File: config.mk
export PLATFORM = sky130hd
export DESIGN_NAME = dacbuf_top
export DESIGN_NICKNAME = d
export VERILOG_FILES = /design/src/rtl/dacbuf_pkg.sv /design/src/rtl/dacbuf_ctrl.sv /design/src/rtl/dacbuf_datapath.sv /design/src/rtl/dacbuf_top.sv
export SDC_FILE = /design/constraint.sdc
export NUM_CORES = 1
export LEC_CHECK = 0
export CORE_UTILIZATION = 31
export CTS_BUF_LIST = sky130_fd_sc_hd__clkbuf_4 sky130_fd_sc_hd__clkbuf_8
export CTS_CLUSTER_SIZE = 8
export DETAILED_ROUTE_END_ITERATION = 7
export GPL_TIMING_DRIVEN = 1
export PLACE_DENSITY_LB_ADDON = 0.3
export SETUP_SLACK_MARGIN = 0.4
export SLEW_MARGIN = 10
export SYNTH_ARGS = -nofsm -noshare
export SYNTH_HDL_FRONTEND = slang
export SYNTH_SLANG_ARGS = --single-unit
File: constraint.sdc
create_clock -name clk -period 1.5 [get_ports clk]
set_input_delay 0.3 -clock clk [delete_from_list [all_inputs] [get_ports clk]]
set_output_delay 0.3 -clock clk [all_outputs]
set_load 0.005 [all_outputs]
File: src/rtl/dacbuf_pkg.sv
package dacbuf_pkg;
  localparam int NUM_CH   = 4;
  localparam int DATA_W   = 12;
  localparam int BUS_W    = 16;
  localparam int ADDR_W   = 6;
  localparam logic [ADDR_W-1:0] OFS_CTRL2 = 6'h02;
  localparam logic [ADDR_W-1:0] OFS_RANGE = 6'h12;
  localparam logic [ADDR_W-1:0] OFS_DATA0 = 6'h14;
  localparam int ENA_BIT  = 1;
  localparam int BUF_BIT  = 0;
  localparam int BIP_TOP  = 7;
  localparam int GAIN_TOP = 11;

  typedef struct packed {
    logic              wrCtrl2;
    logic              wrRange;
    logic [NUM_CH-1:0] wrChan;
    logic              applyRange;
    logic              commitAll;
  } strobe_t;
endpackage

File: src/rtl/dacbuf_ctrl.sv
module dacbuf_ctrl
  import dacbuf_pkg::*;
#(
  parameter int NCH   = NUM_CH,
  parameter int AW    = ADDR_W
) (
  input  logic          wrEn,
  input  logic          rdEn,
  input  logic [AW-1:0] addr,
  output strobe_t       strobe
);
  logic rdOnly;
  logic [NCH-1:0] chanHit;

  // a write cycle wins over a read in the same cycle
  assign rdOnly = rdEn && !wrEn;

  for (genvar ch = 0; ch < NCH; ch++) begin : g_dec
    localparam logic [AW-1:0] CH_OFS = AW'(OFS_DATA0 + 2 * ch);
    assign chanHit[ch] = (addr == CH_OFS);
  end

  always_comb begin
    strobe            = '0;
    strobe.wrCtrl2    = wrEn && (addr == OFS_CTRL2);
    strobe.wrRange    = wrEn && (addr == OFS_RANGE);
    strobe.wrChan     = wrEn ? chanHit : '0;
    strobe.applyRange = rdOnly && (addr == OFS_RANGE);
    strobe.commitAll  = rdOnly && (addr == OFS_CTRL2);
  end
endmodule

File: src/rtl/dacbuf_datapath.sv
module dacbuf_datapath
  import dacbuf_pkg::*;
#(
  parameter int NCH = NUM_CH,
  parameter int DW  = DATA_W,
  parameter int BW  = BUS_W
) (
  input  logic             clk,
  input  logic             rstN,
  input  strobe_t          strobe,
  input  logic [BW-1:0]    wrData,
  output logic [NCH*DW-1:0] dacCode,
  output logic [NCH-1:0]   dacBipolar,
  output logic [NCH-1:0]   dacGain,
  output logic             dacEnable,
  output logic             dacBuffered
);
  localparam logic [DW-1:0] MID_CODE = DW'(1) << (DW - 1);

  logic           enaQ, bufQ;
  logic [NCH-1:0] stageBip, stageGain;
  logic [NCH-1:0] liveBip, liveGain;
  logic [DW-1:0]  newCode;

  assign newCode = wrData[DW-1:0];

  always_ff @(posedge clk) begin
    if (!rstN) begin
      enaQ <= 1'b0;
      bufQ <= 1'b0;
    end else if (strobe.wrCtrl2) begin
      enaQ <= wrData[ENA_BIT];
      bufQ <= wrData[BUF_BIT];
    end
  end

  for (genvar ch = 0; ch < NCH; ch++) begin : g_ch
    logic [DW-1:0] preQ, heldQ;

    always_ff @(posedge clk) begin
      if (!rstN) begin
        stageBip[ch]  <= 1'b0;
        stageGain[ch] <= 1'b0;
        liveBip[ch]   <= 1'b0;
        liveGain[ch]  <= 1'b0;
      end else begin
        if (strobe.wrRange) begin
          stageBip[ch]  <= wrData[BIP_TOP - ch];
          stageGain[ch] <= wrData[GAIN_TOP - ch];
        end
        if (strobe.applyRange) begin
          liveBip[ch]  <= stageBip[ch];
          liveGain[ch] <= stageGain[ch];
        end
      end
    end

    always_ff @(posedge clk) begin
      if (!rstN) begin
        preQ  <= '0;
        heldQ <= '0;
      end else begin
        if (strobe.wrChan[ch]) preQ <= newCode;
        if (strobe.commitAll)
          heldQ <= preQ;
        else if (strobe.wrChan[ch] && !bufQ)
          heldQ <= newCode;
      end
    end

    assign dacCode[ch*DW +: DW] = enaQ ? heldQ : MID_CODE;
  end

  assign dacBipolar  = liveBip;
  assign dacGain     = liveGain;
  assign dacEnable   = enaQ;
  assign dacBuffered = bufQ;
endmodule

File: src/rtl/dacbuf_top.sv
module dacbuf_top
  import dacbuf_pkg::*;
#(
  parameter int NCH = NUM_CH,
  parameter int DW  = DATA_W,
  parameter int BW  = BUS_W,
  parameter int AW  = ADDR_W
) (
  input  logic              clk,
  input  logic              rstN,
  input  logic              busWrEn,
  input  logic              busRdEn,
  input  logic [AW-1:0]     busAddr,
  input  logic [BW-1:0]     busWrData,
  output logic [NCH*DW-1:0] dacCode,
  output logic [NCH-1:0]    dacBipolar,
  output logic [NCH-1:0]    dacGain,
  output logic              dacEnable,
  output logic              dacBuffered
);
  strobe_t strobe;

  dacbuf_ctrl #(.NCH(NCH), .AW(AW)) u_ctrl (
    .wrEn  (busWrEn),
    .rdEn  (busRdEn),
    .addr  (busAddr),
    .strobe(strobe)
  );

  dacbuf_datapath #(.NCH(NCH), .DW(DW), .BW(BW)) u_dp (
    .clk        (clk),
    .rstN       (rstN),
    .strobe     (strobe),
    .wrData     (busWrData),
    .dacCode    (dacCode),
    .dacBipolar (dacBipolar),
    .dacGain    (dacGain),
    .dacEnable  (dacEnable),
    .dacBuffered(dacBuffered)
  );
endmodule

== After elaboration in Yosys (flattened, before gate mapping) ==
Cells that the tools add are included.
Cells by class
  equality and inequality tests: 6
  mux-type cells: 13
  reductions and logical operators: 15
Operator list (count)
  12-bit 2-to-1 mux: 12
  6-bit by 5-bit == test with 1-bit output, second input constant: 5
  1-bit logical AND: 9
  2-bit nonzero test: 4
  6-bit by 2-bit == test with 1-bit output, second input constant: 1
  4-bit 2-to-1 mux: 1
  1-bit logical NOT: 2
Word-level totals
  register bits: 114
  input port bits: 26
  output and inout port bits: 58
  word-level logic and storage cells: 60

== Depth between registers and ports, before layout ==
Gate-level depths: netlist (run 1).
  depth after elaboration: 5
  depth in mapped cells: 6
  depth with buffers taken out: 4

== By module ==
A second synthesis (run 1) with hierarchy kept.
Unflattened totals
  cell total of the unflattened synthesis: 518
  area, all modules: 4898.4 µm²
Modules (own cells, without submodules)
  dacbuf_datapath: instances 1, cells each 502, area each 4784.6 µm², seq. area each 2282.2 µm²
  dacbuf_ctrl: instances 1, cells each 16, area each 113.9 µm², seq. area each 0.0 µm²

== Worst setup path after synthesis (run 1) ==
OpenSTA, ideal clock, no wires.
  path type: input port to flip-flop
  start: input busAddr[5]
  end: register u_dp.g_ch[0].heldQ[10]
  library setup time: 133 ps
  arrival: 1497 ps
  data required time: 1367 ps
  path slack: -129 ps
  stages on the path: 6
  path buffers: 2
  cell sequence: nand4bb_4 -> or4_1 -> clkbuf_1 -> buf_6 -> mux2i_1 -> a21oi_1
Between the ends
  longest elaborated chain between the ends: 4
  elaborated cells on any way between the ends: 7
  those cells by class: 2 x eq/ne; 2 x mux; 3 x reduce/logical
RTL lines
  start: declaration: line dacbuf_top.sv:13  | input logic [AW-1:0] busAddr,
  6-bit by 5-bit == test with 1-bit output: line dacbuf_ctrl.sv:20  | assign chanHit[ch] = (addr == CH_OFS);
  4-bit 2-to-1 mux: line dacbuf_ctrl.sv:27  | strobe.wrChan = wrEn ? chanHit : '0;
  1-bit logical AND: line dacbuf_datapath.sv:66  | else if (strobe.wrChan[ch] && !bufQ)
  2-bit nonzero test (no source line)
  end signal: assignment: line dacbuf_datapath.sv:65  | heldQ <= preQ;
  end signal: assignment: line dacbuf_datapath.sv:67  | heldQ <= newCode;
  end: declaration: line dacbuf_datapath.sv:38  | logic [DW-1:0] preQ, heldQ;
Several ways; a longest one is shown, not always the timed one.
A chain may end at the register's enable or synchronous reset.

== Final worst setup path (run 1) ==
  start: register u_dp.enaQ, in the netlist u_dp.dacEnable
  end: output dacCode[19]
Between the ends
  longest elaborated chain between the ends: 1
RTL lines
  start: declaration: line dacbuf_datapath.sv:20  | logic enaQ, bufQ;
  start signal: assignment: line dacbuf_datapath.sv:32  | enaQ <= wrData[ENA_BIT];
  12-bit 2-to-1 mux: line dacbuf_datapath.sv:71  | assign dacCode[ch*DW +: DW] = enaQ ? heldQ : MID_CODE;
  end: declaration: line dacbuf_top.sv:15  | output logic [NCH*DW-1:0] dacCode,
No other way between the ends.

==> results by group, run 1 <==
Run status
  – Status: complete, but fails checks
  – Failing checks: negative setup slack

Worst hold path
  – Worst hold stages: 4
  – Class of the worst hold path: in -> reg

Clock network
  – Clock Latency Late Sink: 0.42 ns
  – Root Buffer: clkbuf_8
  – Clock transition at the registers of the reported paths: 0.07 ns
  – H-Tree Depth: 4
  – CTS Sinks: 114
  – CTS tree: yes
  – Num CTS Buffers: 17
  – Max clock buf depth: 2

Synthesis
  – Most common cell in the netlist: dfxtp_1
  – Syn Inst Count: 536
  – Most frequent cells after synthesis: 114 x dfxtp_1, 94 x mux2i_1, 66 x nor2b_1
  – Average cell area after synthesis: 9.40 sq um
  – Syn nets: 562
  – Synth Flop Type: dfxtp_1
  – Synth area leader: dfxtp_1
  – Ys Warns: 0
  – Post-synth ARST share: 0
  – Synth top area cells: dfxtp_1 45%, mux2i_1 19%, nor2b_1 8.2%
  – Synth Register Bits: 114
  – Share of the yosys chip area belonging to registers: 0.453
  – Yosys top cell area share: 0.453
  – Yosys cell types: 26
  – Cell Area, Synth: 5040 sq um
  – Post-synth EDFFs: 0

Cells and area
  – Fillers: 1425
  – Share of cells above drive strength 1: 0.408
  – Fin nets: 692
  – Inserted Diodes: 0
  – Fin area: 7980 sq um
  – Synth-to-Final Area Change: 58.3%

Global route
  – Initial antenna violation count: 0
  – GR Util All Layers: 0.182
  – Number of global-route vias before repair: 4088
  – Largest net degree at the start of global routing: 91
  – Total gr overflow: 0
  – First-pass GRT wire length: 22700 microns

Routing
  – Final ANT Viol Nets: 0
  – Wire per inst: 16.9 microns
  – Vias per Instance: 4.78
  – Initial DRC count: 254
  – Detailed Route WL: 15100 microns
  – Drt pass-1 iters: 4
  – Residual DRC: 0
  – Via count: 4279

Power and ir drop
  – Comb pwr share: 0.077
  – Peak supply drop: 498 uV
  – Sw power: 0.00158 W
  – Sw frac: 0.255
  – Pleak: 3.38 nW
  – Flop pwr share: 0.493
  – PwrDens: 775 nW/um^2
  – Internal power: 0.00461 W
  – Clock Power Share: 0.429

Timing
  – Fin worst setup slack: -0.150 ns
  – FMAX: 0.606 GHz
  – Least-Margin Pin Slew: 0.483 ns
  – RSZ-0062 raised after global routing: yes
  – Relative slew slack: 0.677
  – Minimum clock period: 1.65 ns
  – Hold Vio Cnt, Final: 0
  – Fin Hold WS: 0.319 ns
  – Count of final setup violators: 68
  – Fin Setup TNS: -6.74 ns
  – Final worst path period share: 1.10
  – Final Max Tran Viols: 0
  – Worst Clk Skew: 0.0108 ns

Critical path
  – Required @ worst endpoint: 1.20 ns
  – Largest stage delay on the critical path: 0.37 ns
  – Startpoint Class: register
  – Worst path buffer plus inverter count: 3
  – Crit Path Max Fanout: 9
  – Slowest CP cell: dfxtp_4
  – Worst Setup End Kind: output pin
  – CP delay by family, top: buffers and inverters
  – Worst Setup Path Type: reg -> out
  – Stages on the worst setup path: 4
  – R2R depth: 5
  – Worst path cell trace: buf_12 > buf_12 > and2_4 > buf_6
  – Worst path arrival time: 1.35 ns
  – CP dominant cell by count: buf_12

Die
  – # IOs: 84
  – Row cnt: 46
  – Die area: 16800 sq um
  – Placeable Area: 15900 sq um
  – Initial Util: 0.317
  – Chip Width: 130 microns
  – Die outline height: 130 microns

Place
  – IO buf count: 79
  – Cell Area, Placed: 6550 sq um
  – DPL Wire Length: 8660 microns
  – Post-place setup slack: -0.747 ns
  – Routability cong.: 0.818

Run
  – Max_cap viols: 0
## tightest hold or removal path: cells and delay by family
| kind | cells | cell delay, ns |
|---|---|---|
| AND/OR/NAND/NOR | 2 | 0.18 |
| multiplexers | 1 | 0.07 |
| buffers and inverters | 1 | 0.15 |
## metal layers
metal,vias up,track usage,wire length [microns]
li1,2092,-,-
met1,2061,0.244,6790
met2,113,0.291,7250
met3,13,0.0380,901
met4,0,0.0581,152
met5,-,0,0
## layout by cell type, fill, tap and decap left out, types with 3 or more instances in the layout
cell type        instances
a21oi_1                 28
a31oi_1                 20
and2_1                   7
and2_4                  38
buf_12                  28
buf_16                   9
buf_2                   12
buf_4                   24
buf_6                   65
buf_8                    5
clkbuf_16                4
clkbuf_2                 4
clkbuf_8                17
clkdlybuf4s50_1         12
clkinv_2                 3
clkinv_4                 6
clkinvlp_4               3
dfxtp_1                104
dfxtp_2                  9
mux2i_1                 91
nand2_1                 28
nand2_2                 11
nand2b_4                 7
nor2b_1                 66
o21ai_0                 38
o31ai_2                  5
or4_4                    3
## power by group through the flow
stage	Sequential (W)	Clock (W)	Combinational (W)
after global routing	0.00305	0.00287	0.000506
after floorplan	0.00312	0	0.000181
after CTS	0.00305	0.00272	0.000459
after detailed placement	0.00312	0	0.000408
final	0.00305	0.00266	0.000479
after global placement	0.00312	0	0.000400
## logic make-up (layout without fill, tap and decap cells)
| group | count (synthesis) | in the layout | share of synthesized area |
|---|---|---|---|
| buf+inv | 55 | 198 | 0.0467 |
| compound gates | 96 | 96 | 0.104 |
| mux | 94 | 94 | 0.187 |
| flops | 114 | 114 | 0.453 |
| simple gates | 177 | 177 | 0.210 |
## sequential cells by signal, summed over array words and instances (netlist names)
name and count:
u_dp.dacEnable 1, u_dp.g_ch.preQ 48, u_dp.dacBipolar 4, u_dp.stageBip 4, u_dp.stageGain 4, u_dp.dacGain 4
u_dp.g_ch.heldQ 48, u_dp.dacBuffered 1
## stage by stage
| step | utilization | std cells | power [W] |
|---|---|---|---|
| global placement | 0.412 | 824 | 0.00352 |
| finish | 0.502 | 895 | 0.00619 |
| detailed placement | 0.412 | 824 | 0.00353 |
| global route | 0.502 | 895 | 0.00643 |
| CTS | 0.484 | 886 | 0.00623 |
| floorplan | - | 536 | 0.00330 |
## final cells by class
type | count | area (sq um) | area share
timing repair buffer | 166 | 2170 | 0.272
tap | 216 | 270 | 0.0339
multi-input combinational | 367 | 2870 | 0.360
sequential | 114 | 2300 | 0.288
clock buffer | 17 | 234 | 0.0293
clock inverter | 15 | 138 | 0.0172
## path summary, 6_finish.rpt
check                                         to  slack (ns)                          startpoint
max                                  dacCode[19]       -0.15         u_dp.dacEnable$_SDFFE_PN0P_
min                u_dp.dacBuffered$_SDFFE_PN0P_        0.32                             busWrEn
max reg2reg   u_dp.g_ch[0].heldQ[8]$_SDFFE_PN0P_       -0.09       u_dp.dacBuffered$_SDFFE_PN0P_
min reg2reg  u_dp.g_ch[2].heldQ[10]$_SDFFE_PN0P_        0.48  u_dp.g_ch[2].preQ[10]$_SDFFE_PN0P_
## what timing repair did
action / CTS / global route
pin swaps: 46 / 13
hold buffers: 0 / 0
gates cloned: 13 / 3
buffers inserted: 17 / 6
resized for setup: 376 / 65
endpoints found under the setup margin: 172 / 172
Power figures use the tool's default switching activity.
==> run 2: changes to the inputs <==
--- a/config.mk
+++ b/config.mk
@@ -11,7 +11,6 @@
 export DETAILED_ROUTE_END_ITERATION = 7
 export GPL_TIMING_DRIVEN = 1
 export PLACE_DENSITY_LB_ADDON = 0.3
-export SETUP_SLACK_MARGIN = 0.4
 export SLEW_MARGIN = 10
 export SYNTH_ARGS = -nofsm -noshare
 export SYNTH_HDL_FRONTEND = slang
==> results by group, run 2 (synthesized netlist as in run 1, its figures left out) <==
Run status
  – Status: complete, but fails checks
  – Failing checks: negative setup slack

Power and ir drop
  – Pleak: 3.05 nW
  – PwrDens: 878 nW/um^2
  – Sw power: 0.00137 W
  – Internal power: 0.00505 W
  – Flop pwr share: 0.476
  – Clock Power Share: 0.462
  – Comb pwr share: 0.062
  – Peak supply drop: 518 uV
  – Sw frac: 0.214

Timing
  – Hold Vio Cnt, Final: 0
  – Final Max Tran Viols: 0
  – Fin worst setup slack: -0.209 ns
  – RSZ-0062 raised after global routing: yes
  – Final worst path period share: 1.14
  – Count of final setup violators: 69
  – Least-Margin Pin Slew: 0.463 ns
  – Relative slew slack: 0.690
  – Fin Setup TNS: -5.76 ns
  – Minimum clock period: 1.71 ns
  – Worst Clk Skew: 0.00356 ns
  – Fin Hold WS: 0.373 ns
  – FMAX: 0.585 GHz

Place
  – Post-place setup slack: -0.655 ns
  – Cell Area, Placed: 6390 sq um
  – Inst Count DP: 820
  – Routability cong.: 0.793
  – DPL Wire Length: 8370 microns
  – IO buf count: 79

Clock network
  – CTS tree: yes
  – H-Tree Depth: 4
  – CTS Hold Bufs: 0
  – Root Buffer: clkbuf_8
  – Num CTS Buffers: 17
  – CTS Sinks: 114
  – Clock transition at the registers of the reported paths: 0.06 ns
  – Clock Latency Late Sink: 0.42 ns
  – Max clock buf depth: 2

Critical path
  – Slowest CP cell: dfxtp_4
  – Required @ worst endpoint: 1.20 ns
  – Worst path cell trace: buf_12 > buf_8 > buf_16 > and2_4 > buf_6
  – Startpoint Class: register
  – Worst Setup End Kind: output pin
  – Worst path buffer plus inverter count: 4
  – Largest stage delay on the critical path: 0.36 ns
  – Worst path arrival time: 1.41 ns
  – Worst Setup Path Type: reg -> out
  – CP delay by family, top: buffers and inverters
  – Crit Path Max Fanout: 6

Cells and area
  – Share of cells above drive strength 1: 0.325
  – Biggest regs: u_dp.g_ch.heldQ (48), u_dp.g_ch.preQ (48)
  – Synth-to-Final Area Change: 45.0%
  – Inserted Diodes: 0
  – Most frequent cells in the layout: 110 x dfxtp_1, 94 x mux2i_1, 66 x nor2b_1, 45 x buf_6, 39 x o21ai_0
  – Fin nets: 659
  – Non-Filler Instances: 862
  – Commonest non-fill, non-tap cell in the layout: dfxtp_1
  – Fin area: 7310 sq um

Global route
  – GR Util All Layers: 0.167
  – Largest net degree at the start of global routing: 59
  – Total gr overflow: 0
  – Number of global-route vias before repair: 3910
  – Initial antenna violation count: 0
  – First-pass GRT wire length: 21000 microns

Routing
  – Detailed Route WL: 13400 microns
  – Wire per inst: 15.5 microns
  – Vias per Instance: 4.70
  – Drt pass-1 iters: 5
  – Via count: 4049
  – Initial DRC count: 217
  – Residual DRC: 0
  – Final ANT Viol Nets: 0

Die
  – Die outline height: 130 microns
  – # IOs: 84
  – Chip Width: 130 microns
  – Die area: 16800 sq um
  – Initial Util: 0.317
  – Placeable Area: 15900 sq um
  – Row cnt: 46

Run
  – Max_cap viols: 0

Worst hold path
  – Class of the worst hold path: in -> reg
-- run 2: worst min-delay path: stages --
cell,delay [ns]
buf_2,0.13
buf_12,0.18
o21ai_0,0.09
a21oi_1,0.04
-- run 2: stage by stage --
| step | total power (W) | util |
|---|---|---|
| floorplan | 0.00329 | - |
| global placement | 0.00349 | 0.402 |
| detailed placement | 0.00350 | 0.402 |
| CTS | 0.00649 | 0.456 |
| global route | 0.00666 | 0.460 |
| finish | 0.00642 | 0.460 |
-- run 2: path summary, 6_finish.rpt --
kind	startpoint	end	slack [ns]	depth (start not counted)
worst max register to register	u_dp.dacBuffered$_SDFFE_PN0P_	u_dp.g_ch[2].heldQ[7]$_SDFFE_PN0P_	-0.07	7
worst min register to register	u_dp.g_ch[2].preQ[6]$_SDFFE_PN0P_	u_dp.g_ch[2].heldQ[6]$_SDFFE_PN0P_	0.47	2
worst max-delay path	u_dp.dacEnable$_SDFFE_PN0P_	dacCode[0]	-0.21	5
worst min-delay path	rstN	u_dp.g_ch[1].heldQ[0]$_SDFFE_PN0P_	0.37	4
-- run 2: layout make-up --
type                    instances  area [sq um]
flip-flops and latches        114          2290
fillers                      1509          8580
clock inverters                 4          70.1
repair buffers                133          1540
clock buffers                  28           348
multi-input cells             367          2790
well taps                     216           270
-- run 2: power by group through the flow --
stage	Combinational, W	Clock [W]	Sequential (W)
after global placement	0.000370	0	0.00312
after CTS	0.000391	0.00305	0.00305
after detailed placement	0.000377	0	0.00312
after global routing	0.000426	0.00318	0.00305
final	0.000399	0.00297	0.00305
after floorplan	0.000175	0	0.00312
-- run 2: what timing repair did --
| item | CTS | global route |
|---|---|---|
| setup buffers | 5 | 1 |
| setup endpoints to repair | 163 | 98 |
| gates cloned | 5 | 0 |
| gates resized for setup | 312 | 29 |
| pin swaps | 42 | 9 |
-- run 2: per-layer routing --
metal	global-route usage	vias to the layer above	wire length [microns]
met5	0	-	0
met4	0.0602	0	197
met3	0.0487	11	630
met2	0.250	84	5890
met1	0.227	1933	6650
li1	-	2021	-
